`src/rtl/rvg_pkg.sv`:
```
package rvg_pkg;
  // action chosen by the counter for the coming edge
  typedef enum logic [1:0] {
    ACT_HOLD   = 2'd0,
    ACT_DEC    = 2'd1,
    ACT_WRAP   = 2'd2,
    ACT_RELOAD = 2'd3
  } ctr_act_e;

  // default skip-source polynomial taps (bits 15,13,12,10) and seed
  localparam logic [15:0] DEF_TAPS = 16'hB400;
  localparam logic [15:0] DEF_SEED = 16'hACE1;
endpackage

```
`src/rtl/rvg_lfsr.sv`:
```
module rvg_lfsr #(
  parameter int          W    = 16,
  parameter logic [W-1:0] TAPS = rvg_pkg::DEF_TAPS,
  parameter logic [W-1:0] SEED = rvg_pkg::DEF_SEED
) (
  input  logic clk,
  input  logic rst_n,
  output logic skip_o
);
  logic [W-1:0] state_q;
  logic         fb;

  assign fb = ^(state_q & TAPS);

  always_ff @(posedge clk or negedge rst_n) begin
    if (!rst_n) state_q <= SEED;
    else        state_q <= {state_q[W-2:0], fb};
  end

  assign skip_o = state_q[W-1];
endmodule

```
`src/rtl/rvg_floor.sv`:
```
module rvg_floor #(
  parameter int WIRED_W = 5
) (
  input  logic               clk,
  input  logic               rst_n,
  input  logic               we_i,
  input  logic [WIRED_W-1:0] wdata_i,
  output logic [WIRED_W-1:0] floor_o,
  output logic               reload_o
);
  logic [WIRED_W-1:0] floor_q;

  always_ff @(posedge clk or negedge rst_n) begin
    if (!rst_n)    floor_q <= '0;
    else if (we_i) floor_q <= wdata_i;
  end

  assign floor_o  = floor_q;
  assign reload_o = we_i;
endmodule

```
`src/rtl/rvg_ctr.sv`:
```
module rvg_ctr #(
  parameter int IDX_W   = 4,
  parameter int WIRED_W = 5,
  parameter int TOP     = 15
) (
  input  logic               clk,
  input  logic               rst_n,
  input  logic               reload_i,
  input  logic               step_i,
  input  logic [WIRED_W-1:0] floor_i,
  output logic [IDX_W-1:0]   idx_o
);
  import rvg_pkg::*;

  localparam logic [IDX_W-1:0] TOP_I = IDX_W'(TOP);
  localparam logic [IDX_W-1:0] ONE_I = IDX_W'(1);

  logic [IDX_W-1:0] idx_q;
  logic [IDX_W-1:0] idx_d;
  logic             at_floor;
  ctr_act_e         act;

  // at or below the floor: the next step wraps to the top
  // (a floor above TOP makes this permanently true, pinning the index)
  assign at_floor = {{(WIRED_W-IDX_W){1'b0}}, idx_q} <= floor_i;

  always_comb begin
    if (reload_i)     act = ACT_RELOAD;
    else if (!step_i) act = ACT_HOLD;
    else if (at_floor) act = ACT_WRAP;
    else              act = ACT_DEC;
  end

  always_comb begin
    unique case (act)
      ACT_DEC:    idx_d = idx_q - ONE_I;
      ACT_WRAP:   idx_d = TOP_I;
      ACT_RELOAD: idx_d = TOP_I;
      default:    idx_d = idx_q;
    endcase
  end

  always_ff @(posedge clk or negedge rst_n) begin
    if (!rst_n) idx_q <= TOP_I;
    else        idx_q <= idx_d;
  end

  assign idx_o = idx_q;
endmodule

```
`src/rtl/rand_victim_gen.sv`:
```
module rand_victim_gen #(
  parameter int NUM_ENTRIES = 16,
  parameter int LFSR_W      = 16,
  parameter logic [LFSR_W-1:0] LFSR_TAPS = rvg_pkg::DEF_TAPS,
  parameter logic [LFSR_W-1:0] LFSR_SEED = rvg_pkg::DEF_SEED,
  localparam int IDX_W   = $clog2(NUM_ENTRIES),
  localparam int WIRED_W = IDX_W + 1
) (
  input  logic               clk,
  input  logic               rst_n,
  input  logic               wired_we,
  input  logic [WIRED_W-1:0] wired_wdata,
  input  logic               rw_sample,
  output logic [IDX_W-1:0]   rand_idx,
  output logic [WIRED_W-1:0] wired_rdata
);
  localparam int TOP = NUM_ENTRIES - 1;

  logic               skip;
  logic               reload;
  logic               step;
  logic [WIRED_W-1:0] floor_v;

  rvg_lfsr #(.W(LFSR_W), .TAPS(LFSR_TAPS), .SEED(LFSR_SEED)) u_lfsr (
    .clk    (clk),
    .rst_n  (rst_n),
    .skip_o (skip)
  );

  rvg_floor #(.WIRED_W(WIRED_W)) u_floor (
    .clk      (clk),
    .rst_n    (rst_n),
    .we_i     (wired_we),
    .wdata_i  (wired_wdata),
    .floor_o  (floor_v),
    .reload_o (reload)
  );

  // a strobe overrides a skip so back-to-back random writes differ
  assign step = rw_sample | ~skip;

  rvg_ctr #(.IDX_W(IDX_W), .WIRED_W(WIRED_W), .TOP(TOP)) u_ctr (
    .clk      (clk),
    .rst_n    (rst_n),
    .reload_i (reload),
    .step_i   (step),
    .floor_i  (floor_v),
    .idx_o    (rand_idx)
  );

  assign wired_rdata = floor_v;
endmodule

```
`config.mk`:
```
export PLATFORM = sky130hd
export DESIGN_NAME = rand_victim_gen
export DESIGN_NICKNAME = d
export VERILOG_FILES = /design/src/rtl/rvg_pkg.sv /design/src/rtl/rvg_lfsr.sv /design/src/rtl/rvg_floor.sv /design/src/rtl/rvg_ctr.sv /design/src/rtl/rand_victim_gen.sv
export SDC_FILE = /design/constraint.sdc
export NUM_CORES = 1
export LEC_CHECK = 0
export CORE_MARGIN = 5
export CORE_UTILIZATION = 49
export CTS_CLUSTER_DIAMETER = 120
export DETAILED_ROUTE_END_ITERATION = 10
export PLACE_DENSITY = 0.76
export SLEW_MARGIN = 20
export SYNTH_ARGS = -nofsm -noshare
export SYNTH_HDL_FRONTEND = slang
export SYNTH_SLANG_ARGS = --single-unit
```
`constraint.sdc`:
```
create_clock -name clk -period 2.15 [get_ports clk]
set_clock_uncertainty 0.2 [all_clocks]
set_input_delay 0.3225 -clock clk [delete_from_list [all_inputs] [get_ports clk]]
set_output_delay 0.3225 -clock clk [all_outputs]
set_load 0.03 [all_outputs]
```
# Word level (Yosys, flattened, before mapping)
# Index checks and enable logic that the tools add are counted.
dict set report totals {
  regBits 25
  latchBits 0
  ramBits 0
  romBits 0
  output_inout_bits 9
  word_cells 17
  memories 0
}
dict set report classes {
  add_sub_neg 1
  multipliers 0
  div 0
  n_lt_le_gt_ge 1
  eq_ne 3
  n_shift 0
  muxes 4
  bitwise_logic 2
  reduce_logical 3
}
# op count
set op_table {}
lappend op_table {{$reduce_xor A16 Y1} 1}
lappend op_table {{$pmux W4 S2} 1}
lappend op_table {{$mux W2} 3}
lappend op_table {{$le A4 B5 Y1} 1}
lappend op_table {{$eq A2 B2 Y1 const B} 2}
lappend op_table {{$sub A4 B1 Y4 const B} 1}
lappend op_table {{$eq A2 B1 Y1 const B} 1}
lappend op_table {{$reduce_bool A2 Y1} 1}
lappend op_table {{$reduce_or A2 Y1} 1}
lappend op_table {{$not A1 Y1} 1}
lappend op_table {{$or A1 B1 Y1} 1}

# Longest topological paths before layout
dict set report logic_depth {
  depth_word 7
  mapped_depth 6
  depth_no_buf 6
}

# By module
# Synthesis repeated with hierarchy kept, for this count alone.
dict set report unflattened {
  cells_unflattened 69
  hier_area_um2 973.4
}
# module n_inst cells_each area_each_um2 seq_area_each_um2
set modules_own_cells {}
lappend modules_own_cells {rvg_lfsr 1 19 436.7 410.4}
lappend modules_own_cells {rvg_ctr 1 38 341.6 105.1}
lappend modules_own_cells {rvg_floor 1 11 188.9 125.1}
lappend modules_own_cells {rand_victim_gen 1 1 6.3 0.0}

# Worst setup path after synthesis
# No wires, ideal clock.
dict set report synth_path {
  path_type {flip-flop to flip-flop}
  start {register u_ctr.idx_q[2], in the netlist u_ctr.idx_o[2]}
  end {register u_ctr.idx_q[0], in the netlist u_ctr.idx_o[0]}
  setup_ps 77
  arrival_time_ps 1666
  t_required_ps 1873
  slack_ps 207
  stages_incl_launch_ff 6
  path_cell_list {dfstp_2 -> ha_1 -> and4b_1 -> a211oi_1 -> nor2_1 -> a31oi_1}
}
dict set report synth_between {
  elab_chain_len 7
  elab_cells_between_ends 10
  cone_classes {order compare: 1; eq/ne: 3; mux: 4; reduce/logical: 2}
}
# element line
set synth_lines {}
lappend synth_lines {{from (decl)} rvg_ctr.sv:18} ;# logic [IDX_W-1:0] idx_q;
lappend synth_lines {{from (signal assigned)} rvg_ctr.sv:45} ;# else idx_q <= idx_d;
lappend synth_lines {{$le A4 B5 Y1 (*)} rvg_ctr.sv:25} ;# assign at_floor = {{(WIRED_W-IDX_W){1'b0}}, idx_q} <= floor_i;
lappend synth_lines {{$mux W2 (*)} rvg_ctr.sv:30} ;# else if (at_floor) act = ACT_WRAP;
lappend synth_lines {{$mux W2 (*)} rvg_ctr.sv:29} ;# else if (!step_i) act = ACT_HOLD;
lappend synth_lines {{$mux W2 (*)} rvg_ctr.sv:28} ;# if (reload_i) act = ACT_RELOAD;
lappend synth_lines {{$eq A2 B2 Y1} rvg_ctr.sv:35} ;# unique case (act)
lappend synth_lines {{$reduce_or A2 Y1 (no line)} n/a}
lappend synth_lines {{$pmux W4 S2 or $reduce_bool A2 Y1 (tied branches)} n/a}
# Every way passes the cells marked *; elsewhere a longest branch is shown, timed or not.
# A chain may end at the register's enable or synchronous reset.

# Worst setup path in the final report
dict set report layout_path {
  start {register u_ctr.idx_q[2], in the netlist u_ctr.idx_o[2]}
  end {register u_ctr.idx_q[1], in the netlist u_ctr.idx_o[1]}
}
# The elaborated chain is that of the path after synthesis.

==> impl_metrics.env <==
export IMPL_insertedDiodeCount=0
export IMPL_slew_headroom_pct=77.4
export IMPL_fin_cells=117
export IMPL_grt_pass1_wl_um=2560
export IMPL_nFillCells=168
export IMPL_fin_nets=105
export IMPL_grt_max_degree=26
export IMPL_crit_chain="ha_1, and4b_1, a211oi_1, nor2_1, a31oi_1"
export IMPL_io_buffers=17
export IMPL_yosys_area_top_type="dfrtp_1"
export IMPL_min_period_ns=1.97
export IMPL_avgSynthCellArea_um2=13.9
export IMPL_synthCells=69
export IMPL_rows=16
export IMPL_cp_end_kind="flop"
export IMPL_final_cell_mix="13 x clkdlybuf4s50_1, 13 x dfrtp_1, 12 x dfstp_2"
export IMPL_final_setup_viol_count=0
export IMPL_drtIter0Drc=2
export IMPL_routedWlPerCell_um=12.9
export IMPL_syn_nets=83
export IMPL_fmax_mhz=508
export IMPL_cpPeakStageDelay_ns=0.59
export IMPL_total_power_mw=0.808
export IMPL_htreeDepth=1
export IMPL_ys_seq_area_share_pct=66.7
export IMPL_gp_congestion=0.701
export IMPL_cts_clk_slew_worst_paths_ns=0.13
export IMPL_io_pins=18
export IMPL_overflow=0
export IMPL_gr_usage_all_layers_pct=12.8
export IMPL_cts_buffers=3
export IMPL_cts_sinks=25
export IMPL_placedCellCount=113
export IMPL_arrival_ns=2.01
export IMPL_rrSetupSlack_ns=0.18
export IMPL_hpwl_um=1120
export IMPL_timing_worst_setup_path_type="reg -> reg"
export IMPL_synth_area_leaders="dfrtp_1 34%, dfstp_2 33%, ha_1 6.5%"
export IMPL_antenna_left=0
export IMPL_post_route_util_pct=62.2
export IMPL_die_area_mm2=0.00295
export IMPL_worst_slew_pin_slew_ns=0.336
export IMPL_clock_root_buffer="clkbuf_4"
export IMPL_start_util_pct=50.0
export IMPL_drt_total_wl_um=1510
export IMPL_final_hold_viol_count=0
export IMPL_finalCritPeriodShare_pct=91.6
export IMPL_cp_required_ns=2.19
export IMPL_vdd_drop_max_uv=430
export IMPL_netlist_area_um2=961
export IMPL_reg2reg_depth=5
export IMPL_clk_latency_ns=0.31
export IMPL_fin_tns_setup_ns=0
export IMPL_synth_cell_types=25
export IMPL_num_vias=558
export IMPL_drv_cap=0
export IMPL_synth_ff_type="dfrtp_1"
export IMPL_r2r_end="u_ctr.idx_o[1]"
export IMPL_critical_path_top_delay_family="flip-flops"
export IMPL_rsz0062_at_grt="no"
export IMPL_grt_pass1_vias=595
export IMPL_drtPass1Iterations=2
export IMPL_syn2layout_area_growth_pct=24.3
export IMPL_synth_warnings=0
export IMPL_leakage_nw=0.533
export IMPL_status="completed"
export IMPL_clockBufferDepth=2
export IMPL_synthArstFlopShare_pct=100
export IMPL_timing_final_ws_setup_ns=0.180
export IMPL_drc=0
export IMPL_ys_seq_elements=25
export IMPL_core_area_mm2=0.00192
export IMPL_regToRegStartpoint="u_ctr.idx_o[2]"
export IMPL_power_density_mw_per_mm2=676
export IMPL_slew_viol_final=0
export IMPL_routed_via_density=4.77
export IMPL_critPathBufInv=0
export IMPL_synth_edff_count=0
export IMPL_place_ws_ns=0.196
export IMPL_cts_tree="yes"
export IMPL_synth_top_area_share_pct=33.9
export IMPL_start_kind="flop"
export IMPL_worstPathMaxFanout=5
export IMPL_fp_dieW_um=54.3
export IMPL_min_path_type="in -> async"
export IMPL_critPathSlowestCell="dfstp_2"
export IMPL_die_height_um=54.3
export IMPL_drive_gt1_share_pct=25.6
export IMPL_grt_antenna_before_repair=0
==> cell families after synthesis <==
| logic type | Yosys count | synth area share [%] |
|---|---|---|
| flip-flops | 25 | 66.7 |
| AND/OR/NAND/NOR | 16 | 9.51 |
| AO/OA/AOI/OAI | 11 | 7.94 |
| buffers and inverters | 7 | 4.30 |
| adder cells (fa/ha/maj) | 5 | 6.51 |
| XOR/XNOR | 3 | 2.73 |
| multiplexers | 2 | 2.34 |
==> worst max-delay path by stage <==
stage	startpoint	to	cells past startpoint
2_1_floorplan	u_ctr.idx_o[2]	u_ctr.idx_o[0]	5
3_3_place_gp	u_ctr.idx_o[2]	u_ctr.idx_o[0]	5
3_5_place_dp	u_ctr.idx_o[2]	u_ctr.idx_o[1]	5
4_1_cts	u_ctr.idx_o[0]	rand_idx[0]	1
5_1_grt	u_ctr.idx_o[2]	u_ctr.idx_o[0]	5
6_report	u_ctr.idx_o[2]	u_ctr.idx_o[1]	5
==> power by group <==
part	switching [mW]	internal, mW	total [mW]
Clock	0.129	0.0694	0.198
Combinational	0.0621	0.0538	0.116
Sequential	0.00908	0.485	0.494
==> sequential cells by signal, summed over array words and instances (netlist names) <==
name             flops
u_ctr.idx_o          4
u_floor.floor_o      5
u_lfsr.state_q      16
==> synth_stat cells, types with 2 or more instances <==
library cell and n:
mux2_2 2, o21ai_0 3, a31oi_1 2, dfrtp_1 13
nand2_1 4, buf_6 2, xnor2_1 2, inv_1 5
nor2_1 5, ha_1 5, dfstp_2 12
==> per-layer routing <==
metal	vias to the layer above	track usage (%)	share of wire, %
li1	274	-	-
met1	273	16.2	47
met2	11	20.1	49
met3	0	3.54	4.5
met4	0	6.22	0
met5	-	0	0
==> worst register-to-register path: cells and delay by family (launching register included) <==
| kind | cells | cell delay (ns) |
|---|---|---|
| flops | 1 | 0.59 |
| compound gates | 2 | 0.48 |
| simple gates | 2 | 0.37 |
| fa+ha+maj | 1 | 0.26 |
==> per-stage QoR <==
stage / hold WS (ns) / cell area, um2
3_3_place_gp: 0.137 / 1160
3_5_place_dp: 0.136 / 1160
5_1_grt: 0.138 / 1190
4_1_cts: 0.148 / 1180
6_report: 0.158 / 1190
2_1_floorplan: -0.173 / 961
==> repair_timing <==
| action | CTS | global route |
|---|---|---|
| resized for setup | 0 | 4 |
| setup buffers | 0 | 0 |
| hold buffers | 0 | 0 |
| endpoints found under the setup margin | 0 | 4 |
==> area by class of cell <==
class	instances	area [um2]	area share, %
clock buffers	3	22.5	1.88
clock inverters	1	5.00	0.419
well taps	27	33.8	2.83
inverters	5	18.8	1.57
multi-input cells	37	279	23.4
flip-flops and latches	25	641	53.6
repair buffers	19	195	16.3
Power figures use the tool's default switching activity.
